**src/rtl/wdt_keyed_pkg.sv**
```systemverilog
package wdt_keyed_pkg;

  localparam logic [7:0]  OFS_MODE   = 8'h00;
  localparam logic [7:0]  OFS_LEN    = 8'h04;
  localparam logic [7:0]  OFS_KICK   = 8'h08;
  localparam logic [7:0]  OFS_SWRST  = 8'h14;

  localparam logic [7:0]  MODE_KEY   = 8'h22;
  localparam logic [4:0]  LEN_KEY    = 5'h08;
  localparam logic [31:0] KICK_CODE  = 32'h0000_1971;
  localparam logic [31:0] SWRST_CODE = 32'h0000_1209;

  typedef struct packed {
    logic cnt_sel;
    logic dual;
    logic auto_start;
    logic irq_en;
    logic ext_en;
    logic ext_pol;
    logic run;
  } wdt_mode_t;

  function automatic wdt_mode_t mode_from_word(input logic [31:0] w);
    wdt_mode_t m;
    m.run        = w[0];
    m.ext_pol    = w[1];
    m.ext_en     = w[2];
    m.irq_en     = w[3];
    m.auto_start = w[4];
    m.dual       = w[6];
    m.cnt_sel    = w[8];
    return m;
  endfunction

  function automatic logic [31:0] mode_to_word(input wdt_mode_t m);
    logic [31:0] w;
    w    = '0;
    w[0] = m.run;
    w[1] = m.ext_pol;
    w[2] = m.ext_en;
    w[3] = m.irq_en;
    w[4] = m.auto_start;
    w[6] = m.dual;
    w[8] = m.cnt_sel;
    return w;
  endfunction

endpackage

```
**src/rtl/wdt_regs.sv**
```systemverilog
module wdt_regs
  import wdt_keyed_pkg::*;
#(
  parameter int ADDR_W = 8,
  parameter int LEN_W  = 11
) (
  input  logic              clk,
  input  logic              rst_n,
  input  logic              wr_en_i,
  input  logic [ADDR_W-1:0] addr_i,
  input  logic [31:0]       wdata_i,
  output logic [31:0]       rdata_o,
  output logic              run_o,
  output logic              irq_en_o,
  output logic              dual_o,
  output logic              ext_en_o,
  output logic              ext_pol_o,
  output logic [LEN_W-1:0]  len_o,
  output logic              reload_o,
  output logic              swrst_o
);

  wdt_mode_t        mode_q;
  logic [LEN_W-1:0] len_q;
  logic             reload_q, swrst_q;

  logic hit_mode, hit_len, hit_kick, hit_swrst;
  logic mode_ok, len_ok, kick_ok, swrst_ok;

  always_comb begin
    hit_mode  = wr_en_i && (addr_i == ADDR_W'(OFS_MODE));
    hit_len   = wr_en_i && (addr_i == ADDR_W'(OFS_LEN));
    hit_kick  = wr_en_i && (addr_i == ADDR_W'(OFS_KICK));
    hit_swrst = wr_en_i && (addr_i == ADDR_W'(OFS_SWRST));
    mode_ok   = hit_mode  && (wdata_i[31:24] == MODE_KEY);
    len_ok    = hit_len   && (wdata_i[4:0] == LEN_KEY);
    kick_ok   = hit_kick  && (wdata_i == KICK_CODE);
    swrst_ok  = hit_swrst && (wdata_i == SWRST_CODE);
  end

  always_ff @(posedge clk or negedge rst_n) begin
    if (!rst_n) begin
      mode_q   <= '0;
      len_q    <= '0;
      reload_q <= 1'b0;
      swrst_q  <= 1'b0;
    end else begin
      if (mode_ok) mode_q <= mode_from_word(wdata_i);
      if (len_ok)  len_q  <= wdata_i[5 +: LEN_W];
      reload_q <= kick_ok || (mode_ok && wdata_i[0] && !mode_q.run);
      swrst_q  <= swrst_ok;
    end
  end

  always_comb begin
    if (addr_i == ADDR_W'(OFS_MODE))     rdata_o = mode_to_word(mode_q);
    else if (addr_i == ADDR_W'(OFS_LEN)) rdata_o = 32'(len_q) << 5;
    else                                 rdata_o = '0;
  end

  assign run_o     = mode_q.run;
  assign irq_en_o  = mode_q.irq_en;
  assign dual_o    = mode_q.dual;
  assign ext_en_o  = mode_q.ext_en;
  assign ext_pol_o = mode_q.ext_pol;
  assign len_o     = len_q;
  assign reload_o  = reload_q;
  assign swrst_o   = swrst_q;


  mode_key_guard_chk: assert property (@(posedge clk) disable iff (!rst_n)
    (hit_mode && wdata_i[31:24] != MODE_KEY) |=> $stable(mode_q));


  len_key_guard_chk: assert property (@(posedge clk) disable iff (!rst_n)
    (hit_len && wdata_i[4:0] != LEN_KEY) |=> $stable(len_q));


  kick_code_guard_chk: assert property (@(posedge clk) disable iff (!rst_n)
    (hit_kick && wdata_i != KICK_CODE) |=> !reload_o);


  swrst_code_guard_chk: assert property (@(posedge clk) disable iff (!rst_n)
    (hit_swrst && wdata_i != SWRST_CODE) |=> !swrst_o);

endmodule

```
**src/rtl/wdt_counter.sv**
```systemverilog
module wdt_counter #(
  parameter int LEN_W          = 11,
  parameter int TICKS_PER_UNIT = 512
) (
  input  logic             clk,
  input  logic             rst_n,
  input  logic             tick_i,
  input  logic             run_i,
  input  logic             irq_en_i,
  input  logic             dual_i,
  input  logic [LEN_W-1:0] len_i,
  input  logic             reload_i,
  output logic             irq_o,
  output logic             expire_rst_o
);

  localparam int CNT_W = LEN_W + $clog2(TICKS_PER_UNIT) + 1;

  logic [CNT_W-1:0] cnt_q, load_val;
  logic             irq_q, stage_q, expire_rst_q;
  logic             expire;

  always_comb begin
    load_val = CNT_W'(len_i) * CNT_W'(TICKS_PER_UNIT);
    expire   = run_i && !reload_i && tick_i && (cnt_q <= CNT_W'(1));
  end

  always_ff @(posedge clk or negedge rst_n) begin
    if (!rst_n) begin
      cnt_q        <= '0;
      irq_q        <= 1'b0;
      stage_q      <= 1'b0;
      expire_rst_q <= 1'b0;
    end else begin
      expire_rst_q <= 1'b0;
      if (!run_i || reload_i) begin
        cnt_q   <= load_val;
        irq_q   <= 1'b0;
        stage_q <= 1'b0;
      end else if (expire) begin
        cnt_q <= load_val;
        if (!irq_en_i) begin
          expire_rst_q <= 1'b1;
        end else if (dual_i && stage_q) begin
          expire_rst_q <= 1'b1;
          stage_q      <= 1'b0;
        end else begin
          irq_q   <= 1'b1;
          stage_q <= dual_i;
        end
      end else if (tick_i) begin
        cnt_q <= cnt_q - CNT_W'(1);
      end
    end
  end

  assign irq_o        = irq_q;
  assign expire_rst_o = expire_rst_q;


  irq_needs_enable_chk: assert property (@(posedge clk) disable iff (!rst_n)
    $rose(irq_q) |-> $past(irq_en_i));


  rst_from_expiry_chk: assert property (@(posedge clk) disable iff (!rst_n)
    expire_rst_q |-> ($past(!irq_en_i) || $past(dual_i && stage_q)));


  idle_never_expires_chk: assert property (@(posedge clk) disable iff (!rst_n)
    !run_i |=> !expire_rst_q);

endmodule

```
**src/rtl/wdt_rstgen.sv**
```systemverilog
module wdt_rstgen #(
  parameter int RST_TICKS = 16
) (
  input  logic clk,
  input  logic rst_n,
  input  logic tick_i,
  input  logic start_i,
  input  logic ext_en_i,
  input  logic ext_pol_i,
  output logic sys_rst_o,
  output logic ext_rst_o
);

  localparam int RW = $clog2(RST_TICKS + 1);

  logic [RW-1:0] rem_q;
  logic          active;

  always_ff @(posedge clk or negedge rst_n) begin
    if (!rst_n)                        rem_q <= '0;
    else if (start_i)                  rem_q <= RW'(RST_TICKS);
    else if (tick_i && rem_q != '0)    rem_q <= rem_q - RW'(1);
  end

  always_comb begin
    active    = (rem_q != '0);
    sys_rst_o = active;
    ext_rst_o = ext_pol_i ? (active && ext_en_i) : !(active && ext_en_i);
  end


  pulse_starts_chk: assert property (@(posedge clk) disable iff (!rst_n)
    start_i |=> sys_rst_o);


  pin_idle_level_chk: assert property (@(posedge clk) disable iff (!rst_n)
    (!sys_rst_o || !ext_en_i) |-> (ext_rst_o == !ext_pol_i));

endmodule

```
**src/rtl/wdt_keyed.sv**
```systemverilog
module wdt_keyed #(
  parameter int ADDR_W         = 8,
  parameter int LEN_W          = 11,
  parameter int TICKS_PER_UNIT = 512,
  parameter int RST_TICKS      = 16
) (
  input  logic              clk,
  input  logic              rst_n,
  input  logic              tick_i,
  input  logic              wr_en_i,
  input  logic [ADDR_W-1:0] addr_i,
  input  logic [31:0]       wdata_i,
  output logic [31:0]       rdata_o,
  output logic              irq_o,
  output logic              sys_rst_o,
  output logic              ext_rst_o
);

  logic             run, irq_en, dual, ext_en, ext_pol;
  logic [LEN_W-1:0] len;
  logic             reload, swrst, expire_rst;

  wdt_regs #(.ADDR_W(ADDR_W), .LEN_W(LEN_W)) u_regs (
    .clk(clk), .rst_n(rst_n), .wr_en_i(wr_en_i), .addr_i(addr_i),
    .wdata_i(wdata_i), .rdata_o(rdata_o), .run_o(run), .irq_en_o(irq_en),
    .dual_o(dual), .ext_en_o(ext_en), .ext_pol_o(ext_pol), .len_o(len),
    .reload_o(reload), .swrst_o(swrst)
  );

  wdt_counter #(.LEN_W(LEN_W), .TICKS_PER_UNIT(TICKS_PER_UNIT)) u_counter (
    .clk(clk), .rst_n(rst_n), .tick_i(tick_i), .run_i(run),
    .irq_en_i(irq_en), .dual_i(dual), .len_i(len), .reload_i(reload),
    .irq_o(irq_o), .expire_rst_o(expire_rst)
  );

  wdt_rstgen #(.RST_TICKS(RST_TICKS)) u_rstgen (
    .clk(clk), .rst_n(rst_n), .tick_i(tick_i),
    .start_i(expire_rst || swrst), .ext_en_i(ext_en), .ext_pol_i(ext_pol),
    .sys_rst_o(sys_rst_o), .ext_rst_o(ext_rst_o)
  );


  swrst_pulse_chk: assert property (@(posedge clk) disable iff (!rst_n)
    swrst |=> sys_rst_o);

endmodule

```
**config.mk**
```make
export PLATFORM = sky130hd
export DESIGN_NAME = wdt_keyed
export DESIGN_NICKNAME = d
export VERILOG_FILES = /design/src/rtl/wdt_keyed_pkg.sv /design/src/rtl/wdt_regs.sv /design/src/rtl/wdt_counter.sv /design/src/rtl/wdt_rstgen.sv /design/src/rtl/wdt_keyed.sv
export SDC_FILE = /design/constraint.sdc
export NUM_CORES = 1
export LEC_CHECK = 0
export ABC_AREA = 1
export BUFFER_PORTS_ARGS = -buffer_cell sky130_fd_sc_hd__buf_2
export CAP_MARGIN = 20
export CORE_ASPECT_RATIO = 1.2
export CORE_MARGIN = 4
export CORE_UTILIZATION = 34
export CTS_BUF_LIST = sky130_fd_sc_hd__clkbuf_8
export CTS_CLUSTER_SIZE = 24
export DETAILED_ROUTE_END_ITERATION = 10
export GPL_TIMING_DRIVEN = 1
export PLACE_DENSITY = 0.64
export SETUP_SLACK_MARGIN = 0.15
export SLEW_MARGIN = 10
export SYNTH_ARGS = -nofsm -noshare
export SYNTH_HDL_FRONTEND = slang
export SYNTH_SLANG_ARGS = --single-unit
```
**constraint.sdc**
```tcl
create_clock -name clk -period 4 [get_ports clk]
set_input_delay 0.4 -clock clk [delete_from_list [all_inputs] [get_ports clk]]
set_output_delay 0.4 -clock clk [all_outputs]
set_load 0.005 [all_outputs]
```
==> results of run 1 <==
==> worst register-to-register path, delay by kind of cell (launching register included) <==
| kind | cells | cell delay [ps] |
|---|---|---|
| AND/OR/NAND/NOR | 3 | 540 |
| buffers and inverters | 2 | 490 |
| flip-flops | 1 | 430 |
| AO/OA/AOI/OAI | 1 | 260 |
==> routing by layer <==
metal	up-vias	global-route usage (%)
met5	-	0
met3	13	2.51
li1	1470	-
met1	1323	15.7
met4	0	5.98
met2	91	25.6
==> cells in the final DEF, fill, tap and decap left out, drive strengths merged, types with 3 or more instances in the layout <==
| master | instances |
|---|---|
| nand2 | 98 |
| a21oi | 5 |
| dfrtp | 49 |
| buf | 63 |
| inv | 57 |
| clkbuf | 5 |
| nand3b | 3 |
| nor4 | 5 |
| xor2 | 7 |
| nor2 | 74 |
| conb | 16 |
| xnor2 | 3 |
| nand4 | 11 |
| nand3 | 52 |
| o21ai | 23 |
| nor3 | 8 |
| ha | 4 |
==> registers in the layout, summed over array words and instances, names as in the netlist <==
| register | flops |
|---|---|
| u_regs.len_o | 11 |
| u_regs.ext_en_o | 1 |
| u_regs.dual_o | 1 |
| u_rstgen.rem_q | 5 |
| u_counter.cnt_q | 21 |
| u_counter.irq_o | 1 |
| u_regs.irq_en_o | 1 |
| u_regs.reload_o | 1 |
| u_regs.ext_pol_o | 1 |
| u_regs.run_o | 1 |
| u_counter.stage_q | 1 |
| u_regs.mode_q | 2 |
| u_regs.swrst_o | 1 |
| u_counter.expire_rst_o | 1 |
==> power groups by stage <==
stage          Clock [mW]  Combinational (mW)  Sequential [mW]
3_3_place_gp            0               0.117            0.546
4_1_cts             0.305               0.126            0.537
5_1_grt             0.323               0.144            0.542
2_1_floorplan           0              0.0836            0.543
6_report            0.297               0.124            0.537
3_5_place_dp            0               0.126            0.546
==> final timing paths <==
path | startpoint | endpoint | slack [ps]
setup / recovery | addr_i[5] | rdata_o[11] | 2040
hold / removal | rst_n | u_regs.mode_q[4] | 180
setup reg to reg | u_regs.run_o | u_counter.cnt_q[10] | 2180
hold reg to reg | u_regs.irq_en_o | u_regs.irq_en_o | 490
max in group asynchronous | rst_n | u_counter.cnt_q[17] | 3400
min in group clk | wdata_i[14] | u_regs.len_o[9] | 350
==> cells by family after synthesis <==
group | after synthesis | share of synthesized area, %
DFF | 49 | 38.7
AOI/OAI and AO/OA | 34 | 6.44
and+or+nand+nor | 253 | 37.9
xor gates and xnor gates | 10 | 2.77
buffers and inverters | 81 | 12.4
adders and majority gates | 4 | 1.58
other | 1 | 0.118
==> through the flow <==
| step | setup WS [ps] | util [%] | total power, mW | hold slack, ps | instances |
|---|---|---|---|---|---|
| 2_1_floorplan | 2420 | - | 0.626 | 104 | 447 |
| 3_3_place_gp | 2070 | 38.7 | 0.663 | 464 | 607 |
| 3_5_place_dp | 2010 | 38.7 | 0.673 | 469 | 607 |
| 4_1_cts | 2030 | 39.7 | 0.968 | 207 | 615 |
| 5_1_grt | 1810 | 39.7 | 1.01 | 242 | 615 |
| 6_report | 2040 | 39.7 | 0.957 | 176 | 615 |
==> area by class of cell <==
class | instances | area, um^2
clock buffers | 5 | 68.8
clock inverters | 3 | 18.8
fillers | 941 | 5480
inverters | 58 | 218
multi-input cells | 317 | 1600
flip-flops and latches | 49 | 1230
well taps | 120 | 150
repair buffers | 63 | 318
==> impl_metrics.env, run 1 <==
export IMPL_status="completed"
export IMPL_slowest_delay_ps=260
export IMPL_wire_per_inst_um=11.7
export IMPL_yosysWarningCount=0
export IMPL_synth_distinct_cells=36
export IMPL_drt_vias_per_instance=4.71
export IMPL_reg2reg_depth=6
export IMPL_track_usage_pct=14.1
export IMPL_avgSynthCellArea_um2=7.33
export IMPL_drc_errors=0
export IMPL_p_clk_share_pct=31.0
export IMPL_dpl_cell_area_mm2=0.00351
export IMPL_worstPathArrival_ps=1560
export IMPL_grt_antenna_before_repair=0
export IMPL_criticalPathCategory="in2out"
export IMPL_dp_final_hpwl_um=5750
export IMPL_comb_power_share_pct=12.9
export IMPL_cts_setup_buffers=0
export IMPL_core_mm2=0.00908
export IMPL_clkSinkCount=49
export IMPL_dieArea_mm2=0.0109
export IMPL_drt_first_pass_iters=4
export IMPL_dr_wl_met2_um=3740
export IMPL_drive_gt1_share_pct=20.6
export IMPL_via_count=2897
export IMPL_tightest_slew_ps=629
export IMPL_critPathRequiredTime_ps=3600
export IMPL_place_congestion=0.895
export IMPL_htreeDepth=2
export IMPL_fin_crit_sh_pct=48.9
export IMPL_cell_internal_pwr_mw=0.689
export IMPL_fin_tns_setup_ps=0
export IMPL_setup_viol=0
export IMPL_min_path_type="in2async"
export IMPL_cp_end_kind="primary output"
export IMPL_p_switching_mw=0.268
export IMPL_cp_start_kind="input port"
export IMPL_powerDensity_mw_per_mm2=266
export IMPL_hold_viol=0
export IMPL_crit_chain="buf_2, nor3_2, nand2_2, nor2_4, clkinv_1, nor2_1, buf_2"
export IMPL_clock_latency_ps=310
export IMPL_io_buffers=62
export IMPL_p_leak_nw=1.97
export IMPL_relSlewSlack_pct=58.1
export IMPL_chipHeight_um=114
export IMPL_slew_violations=0
export IMPL_synth_area_leaders="dfrtp_1 39%, nand2_1 11%, nand3_1 7.3%"
export IMPL_die_w_um=96.1
export IMPL_ir_drop_v=0.000182
export IMPL_tritoncts="yes"
export IMPL_yosys_top_cells_count="94 x nand2_1, 61 x nor2_1, 56 x inv_1, 49 x dfrtp_1, 46 x nand3_1"
export IMPL_ys_seq_area_share_pct=38.7
export IMPL_top_layer_used="met4"
export IMPL_ys_ff_latch=49
export IMPL_async_reset_ff_share_pct=100
export IMPL_yosysMostFrequentCell="nand2_1"
export IMPL_drt_iter0_drc=114
export IMPL_seqPwrFrac_pct=56.1
export IMPL_synth_flop_cell="dfrtp_1"
export IMPL_path_clk_slew_ps=90
export IMPL_synth_top_cell_area_share_pct=38.7
export IMPL_rsz0062_at_grt="no"
export IMPL_yosysTopAreaCell="dfrtp_1"
export IMPL_clock_skew_ps=5.11
export IMPL_synthesis_area_mm2=0.00317
export IMPL_num_rows=38
export IMPL_cts_root_buf="clkbuf_8"
export IMPL_postRouteAntennaNets=0
export IMPL_cp_num_cells=7
export IMPL_min_period_ps=1960
export IMPL_sw_frac_of_total_pct=28.0
export IMPL_start_util_pct=34.9
export IMPL_routed_wl_um=7220
export IMPL_ctsResizeCount=0
export IMPL_synth_edf_count=0
export IMPL_grt_ovfl_total=0
export IMPL_area_growth_pct=13.8
export IMPL_crit_fanout=9
export IMPL_met3WireLength_um=387
export IMPL_cts_hold_buf=0
export IMPL_drv_cap=0
export IMPL_grt_max_degree=50
export IMPL_grt_pass1_vias=2925
export IMPL_clock_path_buffers=2
export IMPL_fmax_mhz=511
export IMPL_critPathMostFrequentCell="buf_2"
export IMPL_cpMaxStageDelayCell="nor3_2"
export IMPL_crit_buf_inv=3
export IMPL_io_pins=79
export IMPL_cp_top_family="simple AND/OR/NAND/NOR gates"
export IMPL_antenna_cells=0
export IMPL_numCtsBuffers=5
export IMPL_fin_nets=542
export IMPL_grt_pass1_wl_um=12500
export IMPL_syn_inst=432
export IMPL_wl_met1_um=2930
export IMPL_stdcell_area_mm2=0.00360
Note: power is estimated with default switching activity, not from simulation.
==> run 2: changes to the inputs <==
--- a/config.mk
+++ b/config.mk
@@ -5,7 +5,7 @@
 export SDC_FILE = /design/constraint.sdc
 export NUM_CORES = 1
 export LEC_CHECK = 0
-export ABC_AREA = 1
+export ABC_AREA = 0
 export BUFFER_PORTS_ARGS = -buffer_cell sky130_fd_sc_hd__buf_2
 export CAP_MARGIN = 20
 export CORE_ASPECT_RATIO = 1.2
@@ -15,7 +15,7 @@
 export CTS_CLUSTER_SIZE = 24
 export DETAILED_ROUTE_END_ITERATION = 10
 export GPL_TIMING_DRIVEN = 1
-export PLACE_DENSITY = 0.64
+export PLACE_DENSITY = 0.67
 export SETUP_SLACK_MARGIN = 0.15
 export SLEW_MARGIN = 10
 export SYNTH_ARGS = -nofsm -noshare
==> constraint.sdc (replaced) <==
create_clock -name clk -period 1.7 [get_ports clk]
set_input_delay 0.17 -clock clk [delete_from_list [all_inputs] [get_ports clk]]
set_output_delay 0.17 -clock clk [all_outputs]
set_load 0.005 [all_outputs]
==> run 2 against run 1 <==
Via count is 6.1% lower. Sequential cell count unchanged. Critical endpoint is now u_counter.cnt_q[18]. Clock power grew 120%. Clock skew up 4.4 ps. The flow now finishes with violations (negative setup slack). Count of clock-buffer cells in the layout stayed put. Routed wire length grew 13%. Critical path depth decreased by 2. Register-to-register slack got worse by 2600 ps.
==> impl_metrics.env, run 2 <==
export IMPL_status="finished with violations"
export IMPL_violations="negative setup slack"
export IMPL_drive_gt1_share_pct=50.1
export IMPL_p_leak_nw=2.10
export IMPL_grt_pass1_vias=2779
export IMPL_yosysMostFrequentCell="dfrtp_1"
export IMPL_ir_drop_v=0.000482
export IMPL_r2r_start="u_counter.cnt_q[9]"
export IMPL_grt_met1_usage_pct=18.7
export IMPL_avgSynthCellArea_um2=9.87
export IMPL_synth_compound_area_share_pct=10.5
export IMPL_busiest_layer="met2"
export IMPL_cp_num_cells=5
export IMPL_crit_fanout=4
export IMPL_ys_seq_area_share_pct=43.6
export IMPL_chipHeight_um=108
export IMPL_track_usage_pct=16.3
export IMPL_min_path_type="in2reg"
export IMPL_synth_xor_area_share_pct=3.74
export IMPL_antenna_cells=0
export IMPL_drt_first_pass_iters=4
export IMPL_path_clk_slew_ps=90
export IMPL_synthAdderAreaFrac_pct=1.78
export IMPL_dpl_cell_area_mm2=0.00369
export IMPL_relSlewSlack_pct=63.2
export IMPL_grt_ovfl_total=0
export IMPL_met2_usage_pct=30.1
export IMPL_cp_startpoint="u_counter.cnt_q[9]"
export IMPL_yosys_top_cells_count="49 x dfrtp_1, 24 x nor2_1, 18 x mux2_2, 17 x buf_4, 16 x and2_1"
export IMPL_numCtsBuffers=5
export IMPL_final_cell_mix="62 x buf_4, 61 x buf_2, 49 x dfrtp_1"
export IMPL_powerDensity_mw_per_mm2=645
export IMPL_stdcell_area_mm2=0.00422
export IMPL_r2r_end="u_counter.cnt_q[18]"
export IMPL_drv_cap=0
export IMPL_fin_tns_setup_ps=-7570
export IMPL_rrSetupSlack_ps=-460
export IMPL_largest_reg_flops=21
export IMPL_tightest_slew_ps=547
export IMPL_cp_top_family="simple AND/OR/NAND/NOR gates"
export IMPL_num_rows=36
export IMPL_ys_ff_latch=49
export IMPL_clock_skew_ps=9.48
export IMPL_layout_commonest_cell="buf_4"
export IMPL_synthesis_area_mm2=0.00281
export IMPL_synth_top_family_by_area="simple AND/OR/NAND/NOR gates"
export IMPL_slowest_delay_ps=540
export IMPL_yosysWarningCount=0
export IMPL_grt_antenna_before_repair=0
export IMPL_clkSinkCount=49
export IMPL_worstPathArrival_ps=2400
export IMPL_die_w_um=91.0
export IMPL_clock_latency_ps=300
export IMPL_via_count=2719
export IMPL_htreeDepth=2
export IMPL_routed_wl_um=8150
export IMPL_cp_start_kind="flip-flop"
export IMPL_yosys_area_share_simple_pct=25.3
export IMPL_crit_chain="or4_4, or3_4, or4_1, o21ai_1, a22o_1"
export IMPL_synth_edf_count=0
export IMPL_fin_nets=470
export IMPL_dieArea_mm2=0.00980
export IMPL_drt_vias_per_instance=5.25
export IMPL_reg2reg_depth=5
export IMPL_critPathRequiredTime_ps=1940
export IMPL_synth_mux_area_fraction_pct=7.92
export IMPL_synth_top_cell_area_share_pct=43.6
export IMPL_fin_crit_sh_pct=127
export IMPL_core_mm2=0.00811
export IMPL_crit_end="u_counter.cnt_q[18]"
export IMPL_wire_per_inst_um=15.7
export IMPL_largest_register="u_counter.cnt_q"
export IMPL_postRouteAntennaNets=0
export IMPL_fin_ws_ps=-455
export IMPL_drc_errors=0
export IMPL_syn_inst=285
export IMPL_dp_final_hpwl_um=5820
export IMPL_slew_violations=0
export IMPL_min_period_ps=2160
export IMPL_grt_pass1_wl_um=13000
export IMPL_cts_root_buf="clkbuf_8"
export IMPL_io_pins=79
export IMPL_tritoncts="yes"
export IMPL_synth_distinct_cells=52
export IMPL_cpMaxStageDelayCell="or4_4"
export IMPL_synth_area_leaders="dfrtp_1 44%, mux2_2 7.2%, buf_4 4.5%"
export IMPL_cp_end_kind="flip-flop"
export IMPL_crit_buf_inv=0
export IMPL_fill_cells=708
export IMPL_hold_viol=0
export IMPL_setup_viol=31
export IMPL_io_buffers=62
export IMPL_area_growth_pct=50.0
export IMPL_place_congestion=0.816
export IMPL_drt_iter0_drc=114
export IMPL_clock_path_buffers=2
export IMPL_yosysTopAreaCell="dfrtp_1"
export IMPL_criticalPathCategory="reg2reg"
export IMPL_rsz0062_at_grt="yes"
export IMPL_async_reset_ff_share_pct=100
export IMPL_grtUsageMet3_pct=2.52
export IMPL_start_util_pct=34.7
export IMPL_grt_max_degree=45
export IMPL_synth_flop_cell="dfrtp_1"
export IMPL_fmax_mhz=464
run 2: cell families after synthesis:
group	Yosys count
buffers and inverters	35
multiplexers	20
AO/OA/AOI/OAI	40
adder cells (fa/ha/maj)	4
other	1
AND/OR/NAND/NOR	124
flip-flops	49
XOR/XNOR	12
run 2: worst min path at each step:
stage / startpoint / end / cells past startpoint
final: wdata_i[12] / u_regs.len_o[7] / 2
after global routing: wdata_i[7] / u_regs.len_o[2] / 2
after CTS: wdata_i[12] / u_regs.len_o[7] / 2
after detailed placement: rst_n / u_rstgen.rem_q[2] / 1
after global placement: rst_n / u_rstgen.rem_q[2] / 1
after floorplan: rst_n / u_counter.cnt_q[0] / 0
run 2: repair_timing:
item                                   CTS  global route
pin swaps                                9            12
endpoints found under the hold margin   49             0
buffers inserted                         8             8
cloned                                   1             0
setup endpoints to repair               31            32
hold buffers                             1             0
resized for setup                       28            29
run 2: power by group:
group / internal (mW) / total [mW] / switching, mW
logic: 0.462 / 0.793 / 0.331
clock network: 0.280 / 0.656 / 0.376
registers: 1.23 / 1.27 / 0.0446
run 2: cell type report:
cell class                      count  area [um^2]  area share [%]
Multi-Input combinational cell    216         1740            41.3
Sequential cell                    49         1230            29.1
Timing Repair Buffer              141         1010            24.1
Tap cell                           95          119            2.82
Clock buffer                        5         68.8            1.63
Inverter                            9         33.8           0.801
Clock inverter                      3         13.8           0.326
run 2: stage by stage:
| step | util, % | hold slack (ps) | power [mW] | instances | setup slack (ps) |
|---|---|---|---|---|---|
| after CTS | 49.4 | 114 | 2.66 | 510 | -437 |
| after floorplan | - | -126 | 1.61 | 300 | -494 |
| after global placement | 45.5 | 11.4 | 1.84 | 492 | -425 |
| after global routing | 52.0 | 108 | 2.87 | 518 | -496 |
| after detailed placement | 45.5 | 15.1 | 1.87 | 492 | -459 |
| final | 52.0 | 123 | 2.72 | 518 | -455 |
run 2: routing by layer:
| layer | vias to the layer above | routed length, um |
|---|---|---|
| met1 | 1319 | 3150 |
| li1 | 1279 | - |
| met3 | 14 | 435 |
| met5 | - | 0 |
| met4 | 0 | 201 |
| met2 | 107 | 4360 |
run 2: worst register-to-register path: stages (launching register included):
cell,delay (ps)
dfrtp_1,390
or4_4,540
or3_4,430
or4_1,430
o21ai_1,170
a22o_1,150
